## config.mk

```make
export PLATFORM = sky130hd
export DESIGN_NAME = nreg_bank_file
export DESIGN_NICKNAME = d
export VERILOG_FILES = /design/src/rtl/nrf_pkg.sv /design/src/rtl/nrf_bank_ctrl.sv /design/src/rtl/nrf_cell_array.sv /design/src/rtl/nrf_read_mux.sv /design/src/rtl/nreg_bank_file.sv
export SDC_FILE = /design/constraint.sdc
export NUM_CORES = 1
export LEC_CHECK = 0
export BUFFER_PORTS_ARGS = -buffer_cell sky130_fd_sc_hd__buf_4
export CORE_UTILIZATION = 45
export CTS_CLUSTER_DIAMETER = 150
export DETAILED_ROUTE_END_ITERATION = 8
export PLACE_DENSITY_LB_ADDON = 0.1
export SYNTH_ARGS = -nofsm -noshare
export SYNTH_HDL_FRONTEND = slang
export SYNTH_SLANG_ARGS = --single-unit
```

## constraint.sdc

```tcl
create_clock -name clk -period 5.8 [get_ports clk]
set_input_delay 0.58 -clock clk [delete_from_list [all_inputs] [get_ports clk]]
set_output_delay 0.58 -clock clk [all_outputs]
set_load 0.02 [all_outputs]
```

## src/rtl/nrf_pkg.sv

```systemverilog
package nrf_pkg;
    localparam int NRF_NIB_W   = 4;
    localparam int NRF_REGS    = 8;
    localparam int NRF_BANKS   = 4;
    localparam int NRF_DEPTH   = 8;

    typedef enum logic [1:0] {
        ST_EMPTY  = 2'd0,
        ST_NESTED = 2'd1,
        ST_FULL   = 2'd2
    } nest_state_t;

    typedef enum logic [1:0] {
        PR_XA = 2'd0,
        PR_BC = 2'd1,
        PR_DE = 2'd2,
        PR_HL = 2'd3
    } pair_code_t;
endpackage

```

## src/rtl/nrf_bank_ctrl.sv

```systemverilog
module nrf_bank_ctrl
    import nrf_pkg::*;
#(
    parameter int   STK_DEPTH  = NRF_DEPTH,
    parameter logic ENTRY_FLAG = 1'b1
) (
    input  logic       clk,
    input  logic       rst_n,
    input  logic       sel_we,
    input  logic [1:0] sel_wdata,
    input  logic       flag_we,
    input  logic       flag_wdata,
    input  logic       irq_enter,
    input  logic       irq_return,
    output logic       flag_q,
    output logic [1:0] sel_q,
    output logic [1:0] bank_o
);
    localparam int PTR_W = $clog2(STK_DEPTH + 1);
    localparam int IDX_W = (STK_DEPTH > 1) ? $clog2(STK_DEPTH) : 1;
    localparam logic [PTR_W-1:0] LAST = PTR_W'(STK_DEPTH - 1);
    localparam logic [PTR_W-1:0] ONE  = PTR_W'(1);

    nest_state_t          state_q, state_d;
    logic [PTR_W-1:0]     ptr_q;
    logic [STK_DEPTH-1:0] stk_q;
    logic                 push, pop;
    logic [PTR_W-1:0]     top_ptr;
    logic [IDX_W-1:0]     wr_idx, rd_idx;

    assign top_ptr = ptr_q - ONE;
    assign wr_idx  = ptr_q[IDX_W-1:0];
    assign rd_idx  = top_ptr[IDX_W-1:0];

    // next-state
    always_comb begin
        state_d = state_q;
        unique case (state_q)
            ST_EMPTY: begin
                if (irq_enter) state_d = (STK_DEPTH == 1) ? ST_FULL : ST_NESTED;
            end
            ST_NESTED: begin
                if (irq_enter) begin
                    if (ptr_q == LAST) state_d = ST_FULL;
                end else if (irq_return) begin
                    if (ptr_q == ONE) state_d = ST_EMPTY;
                end
            end
            ST_FULL: begin
                if (!irq_enter && irq_return)
                    state_d = (STK_DEPTH == 1) ? ST_EMPTY : ST_NESTED;
            end
            default: state_d = ST_EMPTY;
        endcase
    end

    // outputs of the state machine
    always_comb begin
        push = 1'b0;
        pop  = 1'b0;
        unique case (state_q)
            ST_EMPTY:  push = irq_enter;
            ST_NESTED: begin
                push = irq_enter;
                pop  = !irq_enter && irq_return;
            end
            ST_FULL:   pop  = !irq_enter && irq_return;
            default: ;
        endcase
    end

    always_ff @(posedge clk) begin
        if (!rst_n) begin
            state_q <= ST_EMPTY;
        end else begin
            state_q <= state_d;
        end
    end

    always_ff @(posedge clk) begin
        if (!rst_n) begin
            ptr_q  <= '0;
            stk_q  <= '0;
            flag_q <= 1'b0;
            sel_q  <= 2'd0;
        end else begin
            if (sel_we) sel_q <= sel_wdata;
            if (push) begin
                stk_q[wr_idx] <= flag_q;
                ptr_q         <= ptr_q + ONE;
            end else if (pop) begin
                ptr_q <= top_ptr;
            end
            if (irq_enter)    flag_q <= ENTRY_FLAG;
            else if (pop)     flag_q <= stk_q[rd_idx];
            else if (flag_we) flag_q <= flag_wdata;
        end
    end

    assign bank_o = sel_q & {2{flag_q}};

    p_sel_write_r3: assert property (@(posedge clk) disable iff (!rst_n)
        sel_we |=> (sel_q == $past(sel_wdata)));

    p_entry_flag_r9: assert property (@(posedge clk) disable iff (!rst_n)
        irq_enter |=> (flag_q == ENTRY_FLAG));

    p_empty_return_r12: assert property (@(posedge clk) disable iff (!rst_n)
        (state_q == ST_EMPTY && irq_return && !irq_enter && !flag_we) |=> $stable(flag_q));

    p_full_keeps_depth_r11: assert property (@(posedge clk) disable iff (!rst_n)
        (state_q == ST_FULL && irq_enter) |=> (state_q == ST_FULL && $stable(ptr_q)));

    p_ptr_bound_r10: assert property (@(posedge clk) disable iff (!rst_n)
        (ptr_q <= PTR_W'(STK_DEPTH)));
endmodule

```

## src/rtl/nrf_cell_array.sv

```systemverilog
module nrf_cell_array
    import nrf_pkg::*;
#(
    parameter int NIB_W = NRF_NIB_W,
    parameter int CELLS = NRF_BANKS * NRF_REGS
) (
    input  logic                     clk,
    input  logic                     rst_n,
    input  logic                     wa_we,
    input  logic [$clog2(CELLS)-1:0] wa_addr,
    input  logic [NIB_W-1:0]         wa_data,
    input  logic                     wb_we,
    input  logic [$clog2(CELLS)-1:0] wb_addr,
    input  logic [NIB_W-1:0]         wb_data,
    input  logic                     mem_we,
    input  logic [$clog2(CELLS)-1:0] mem_addr,
    input  logic [NIB_W-1:0]         mem_wdata,
    output logic [NIB_W-1:0]         cells_o [CELLS]
);
    localparam int AW = $clog2(CELLS);

    logic [NIB_W-1:0] cell_q [CELLS];

    for (genvar i = 0; i < CELLS; i++) begin : g_cell
        localparam logic [AW-1:0] ME = AW'(i);
        always_ff @(posedge clk) begin
            if (!rst_n)                        cell_q[i] <= '0;
            else if (wa_we && wa_addr == ME)   cell_q[i] <= wa_data;
            else if (wb_we && wb_addr == ME)   cell_q[i] <= wb_data;
            else if (mem_we && mem_addr == ME) cell_q[i] <= mem_wdata;
        end
        assign cells_o[i] = cell_q[i];
    end

    p_reg_over_mem_r8: assert property (@(posedge clk) disable iff (!rst_n)
        (wa_we && mem_we && wa_addr == mem_addr)
        |=> (cell_q[$past(wa_addr)] == $past(wa_data)));

    p_mem_write_r7: assert property (@(posedge clk) disable iff (!rst_n)
        (mem_we && !(wa_we && wa_addr == mem_addr) && !(wb_we && wb_addr == mem_addr))
        |=> (cell_q[$past(mem_addr)] == $past(mem_wdata)));
endmodule

```

## src/rtl/nrf_read_mux.sv

```systemverilog
module nrf_read_mux
    import nrf_pkg::*;
#(
    parameter int NIB_W = NRF_NIB_W,
    parameter int CELLS = NRF_BANKS * NRF_REGS
) (
    input  logic [NIB_W-1:0]         cells_i [CELLS],
    input  logic [1:0]               bank_i,
    input  logic [2:0]               nib_ridx,
    input  logic [1:0]               pair_rsel,
    input  logic                     pair_ralt,
    input  logic [$clog2(CELLS)-1:0] mem_addr,
    output logic [NIB_W-1:0]         nib_rdata,
    output logic [2*NIB_W-1:0]       pair_rdata,
    output logic [NIB_W-1:0]         mem_rdata
);
    logic [1:0] pbank;

    assign pbank      = bank_i ^ {1'b0, pair_ralt};
    assign nib_rdata  = cells_i[{bank_i, nib_ridx}];
    assign pair_rdata = {cells_i[{pbank, pair_rsel, 1'b0}],
                         cells_i[{pbank, pair_rsel, 1'b1}]};
    assign mem_rdata  = cells_i[mem_addr];
endmodule

```

## src/rtl/nreg_bank_file.sv

```systemverilog
module nreg_bank_file
    import nrf_pkg::*;
#(
    parameter int   NIB_W      = NRF_NIB_W,
    parameter int   STK_DEPTH  = NRF_DEPTH,
    parameter logic ENTRY_FLAG = 1'b1
) (
    input  logic               clk,
    input  logic               rst_n,
    input  logic               sel_we,
    input  logic [1:0]         sel_wdata,
    input  logic               flag_we,
    input  logic               flag_wdata,
    input  logic               irq_enter,
    input  logic               irq_return,
    input  logic [2:0]         nib_ridx,
    output logic [NIB_W-1:0]   nib_rdata,
    input  logic [1:0]         pair_rsel,
    input  logic               pair_ralt,
    output logic [2*NIB_W-1:0] pair_rdata,
    input  logic               reg_we,
    input  logic               reg_wide,
    input  logic [2:0]         reg_widx,
    input  logic [1:0]         reg_wpair,
    input  logic               reg_walt,
    input  logic [2*NIB_W-1:0] reg_wdata,
    input  logic               mem_we,
    input  logic [4:0]         mem_addr,
    input  logic [NIB_W-1:0]   mem_wdata,
    output logic [NIB_W-1:0]   mem_rdata,
    output logic               bank_en,
    output logic [1:0]         active_bank
);
    localparam int CELLS = NRF_BANKS * NRF_REGS;

    logic [1:0]       sel_q;
    logic [1:0]       wbank;
    logic             wa_we, wb_we;
    logic [4:0]       wa_addr, wb_addr;
    logic [NIB_W-1:0] wa_data, wb_data;
    logic [NIB_W-1:0] cells [CELLS];

    nrf_bank_ctrl #(.STK_DEPTH(STK_DEPTH), .ENTRY_FLAG(ENTRY_FLAG)) i_ctrl (
        .clk(clk), .rst_n(rst_n),
        .sel_we(sel_we), .sel_wdata(sel_wdata),
        .flag_we(flag_we), .flag_wdata(flag_wdata),
        .irq_enter(irq_enter), .irq_return(irq_return),
        .flag_q(bank_en), .sel_q(sel_q), .bank_o(active_bank)
    );

    assign wbank = active_bank ^ {1'b0, reg_walt};

    always_comb begin
        wa_we   = reg_we;
        wb_we   = reg_we && reg_wide;
        wb_addr = {wbank, reg_wpair, 1'b1};
        wb_data = reg_wdata[NIB_W-1:0];
        if (reg_wide) begin
            wa_addr = {wbank, reg_wpair, 1'b0};
            wa_data = reg_wdata[2*NIB_W-1:NIB_W];
        end else begin
            wa_addr = {active_bank, reg_widx};
            wa_data = reg_wdata[NIB_W-1:0];
        end
    end

    nrf_cell_array #(.NIB_W(NIB_W), .CELLS(CELLS)) i_cells (
        .clk(clk), .rst_n(rst_n),
        .wa_we(wa_we), .wa_addr(wa_addr), .wa_data(wa_data),
        .wb_we(wb_we), .wb_addr(wb_addr), .wb_data(wb_data),
        .mem_we(mem_we), .mem_addr(mem_addr), .mem_wdata(mem_wdata),
        .cells_o(cells)
    );

    nrf_read_mux #(.NIB_W(NIB_W), .CELLS(CELLS)) i_rmux (
        .cells_i(cells), .bank_i(active_bank),
        .nib_ridx(nib_ridx), .pair_rsel(pair_rsel), .pair_ralt(pair_ralt),
        .mem_addr(mem_addr),
        .nib_rdata(nib_rdata), .pair_rdata(pair_rdata), .mem_rdata(mem_rdata)
    );

    p_flag_low_bank0_r2: assert property (@(posedge clk) disable iff (!rst_n)
        (!bank_en && mem_addr[4:3] == 2'd0) |-> (nib_rdata == cells[{2'd0, nib_ridx}]));
endmodule

```

==> summary.md <==
| Metric | Value |
|---|---|
| Grt ovf | 0 |
| Pleak | 4.14 nW |
| Mux share of post-synthesis cell area | 0.262 |
| EDFF count, synth | 128 |
| Syn Nets | 1018 |
| N_diodes | 0 |
| Yosys warns | 0 |
| Min-delay src | sel_wdata[0] |
| CP top delay family | XOR/XNOR gates |
| Via count | 9553 |
| GRT busiest layer | met1 |
| Fillers | 2176 |
| Final nets | 1012 |
| Slew HR | 0.236 |
| Clk_skew | 0.00678 ns |
| Met1 Usage GRT | 0.492 |
| Post-Syn Instances | 970 |
| Worst-path clk slew | 0.06 ns |
| Flop2flop setup slack | 2.42 ns |
| RSZ-0062 raised after global routing | no |
| Reg-to-reg critical path startpoint | i_ctrl.flag_q |
| TNS Setup | 0 ns |
| Avg Cell Area, Syn | 11.5 um^2 |
| Hold Path Cell Cnt | 3 |
| XOR/XNOR share of the synthesized area | 0.00469 |
| Crit path launch type | register |
| Synthesized area | 11200 um^2 |
| Final hold vios | 0 |
| Worst Path Class, Setup | register to output port |
| Vias in the first global route | 8792 |
| Worst Path Required | 5.22 ns |
| Most frequent cells in the layout | edfxtp_1, mux4_2, nand2_1 |
| CTS tree | built |
| Rows | 57 |
| Worst-Margin Slew | 1.14 ns |
| Layout cell share with drive strength beyond 1 | 0.254 |
| Critical path's slowest cell | xnor2_1 |
| Drt total wl | 41.1 mm |
| Final period utilization | 0.700 |
| Tot GR Track Use | 0.331 |
| Most common cell after layout, fill and taps aside | edfxtp_1 |
| Synth top area cells | edfxtp_1, mux4_2, o2bb2ai_1 |
| Largest family of logic cells by synthesized area | multiplexers |
| Longest Clk Path Bufs | 2 |
| CTS sink count | 145 |
| GRT met2 Usage | 0.486 |
| Area growth from synthesis to layout | 9.91% |
| Core footprint | 24400 um^2 |
| #FFs+latches synth | 145 |
| DIE WIDTH | 160 um |
| DRC Markers | 0 |
| Compound-Gate Fraction of Synth Area | 0.191 |
| Die height | 160 um |
| Total CTS buffers | 17 |
| DR WL/cell | 31.6 um |
| Met3 Track Usage GR | 0.0706 |
| I/O pins | 60 |
| Buf/Inv on CP | 2 |
| Post-synthesis async set-or-reset flop share | 0 |
| Vias/cell | 7.34 |
| Clk_lat worst skew | 0.43 ns |
| Tmin final | 4.06 ns |
| PD cells | 248 nW/um^2 |
| Slew Viols, Final | 0 |
| Post-route cell area | 12300 um^2 |
| Critical Path AT | 3.48 ns |
| Ys flop type | edfxtp_1 |
| Largest net degree at the start of global routing | 54 |
| First-iteration detailed-routing DRC count | 1710 |
| Die area | 25500 um^2 |
| Initial antenna violation count | 0 |
| First-pass GRT wire length | 61.2 mm |
| Pre-CTS WS | 2.29 ns |
| Crit path cell chain | nand2_2 > clkinv_1 > xnor2_1 > mux4_2 > buf_4 |
| Yosys top cell area share | 0.343 |
| RePlAce Congestion | 0.951 |
| CTS root buf | clkbuf_16 |
| Post-Synth Simple-Gate Area | 0.119 |
| Max Fanout on Critical Path | 17 |
| Crit path largest cell delay | 0.91 ns |
| Largest area contributor in the synthesized netlist | edfxtp_1 |
| PortBufs | 59 |
| Setup violations, final | 0 |
| Initial core utilization | 0.459 |
| Post-route ant nets | 0 |
| Placed inst area | 11700 um^2 |
| R2r endpoint | i_cells.cell_q[0][5] |
| MaxCap Viol Count | 0 |
| TritonRoute pass-1 iters | 8 |
| R2R depth | 5 |
| Worst VDD drop | 0.205 mV |
| Yosys cell types | 66 |
| Status | finished clean |
| DP HPWL | 30.3 mm |
| Worst min path class | input port to register |
| Register area share after synthesis | 0.374 |
| Post-cts sizing count | 0 |
| H-Tree Depth | 4 |
| Setup Fix Bufs, Post-CTS | 0 |
| Adder-Cell Fraction of Synth Area | 0.00782 |
| Hold bufs inserted after CTS | 0 |
| FMAX | 246 MHz |
| Setup ws final | 1.74 ns |
| CP Capture Type | output port |
| Hold endpoint | i_ctrl.sel_q[0] |
worst max path at each step:
stage	start	to	cells past startpoint
after floorplan	pair_rsel[0]	pair_rdata[0]	4
after global placement	i_ctrl.sel_q[0]	pair_rdata[5]	5
after detailed placement	i_ctrl.sel_q[0]	pair_rdata[1]	5
after CTS	i_ctrl.sel_q[0]	pair_rdata[1]	5
after global routing	i_ctrl.sel_q[0]	pair_rdata[1]	5
final	i_ctrl.sel_q[0]	pair_rdata[1]	5
power breakdown:
part | switching [W] | leakage [nW] | total [W] | internal, W
logic | 0.000394 | 2.39 | 0.000670 | 0.000276
clock network | 0.000494 | 0.280 | 0.00110 | 0.000604
registers | 0.0000861 | 1.47 | 0.00128 | 0.00120
cell usage after synthesis (all sizes together) (4+ instances only):
library cell,number
or2,4
and3,10
ha,7
nand3,56
a31oi,9
mux2i,40
nor2b,7
clkbuf,47
o21ai,25
a22oi,19
nand2,93
a32oi,10
inv,10
mux4,106
mux2,13
nand2b,7
dfxtp,17
a31o,4
a32o,8
o221ai,26
buf,49
and2,10
a221oi,5
nand4,4
nor2,73
nor3,9
edfxtp,128
o2bb2ai,61
a21oi,21
a221o,37
or3,4
a211oi,9
xnor2,4
per-layer routing:
layer / vias to the layer above / wire length (um) / part of all wire
li1: 4000 / - / -
met1: 4731 / 16900 / 0.41
met2: 747 / 18100 / 0.44
met3: 75 / 5060 / 0.12
met4: 0 / 1060 / 0.026
met5: - / 0 / 0
per-stage QoR:
stage,hold slack [ns],cells,power [W],utilization
after global placement,0.476,1269,0.00196,0.481
after floorplan,0.455,970,0.00173,-
final,0.384,1301,0.00305,0.505
after CTS,0.381,1301,0.00304,0.505
after global routing,0.406,1301,0.00314,0.505
after detailed placement,0.480,1269,0.00196,0.481
final cells by class:
cell class	instances	area (um^2)	area share
Multi-Input combinational cell	717	6560	0.533
Sequential cell	145	4180	0.340
Timing Repair Buffer	71	533	0.0433
Clock buffer	17	425	0.0346
Tap cell	324	405	0.0329
Clock inverter	15	150	0.0122
Inverter	12	45.0	0.00366
state kept, by name, indices dropped and copies added (netlist names):
| name | cells |
|---|---|
| i_ctrl.flag_q | 1 |
| i_ctrl.stk_q | 8 |
| i_ctrl.state_q | 2 |
| i_ctrl.sel_q | 2 |
| i_ctrl.ptr_q | 4 |
| i_cells.cell_q | 128 |
worst min-delay path, delay by kind of cell:
family | cells | cell delay, ns
buffers and inverters | 1 | 0.08
muxes | 1 | 0.05
and+or+nand+nor | 1 | 0.07
kinds of logic (layout without fill, tap and decap cells):
family,after synthesis,in the layout
buffers and inverters,108,115
AOI/OAI and AO/OA,257,257
and+or+nand+nor,288,288
adders and majority gates,7,7
DFF,145,145
muxes,159,159
xor gates and xnor gates,6,6
Note: power is estimated with default switching activity, not from simulation.
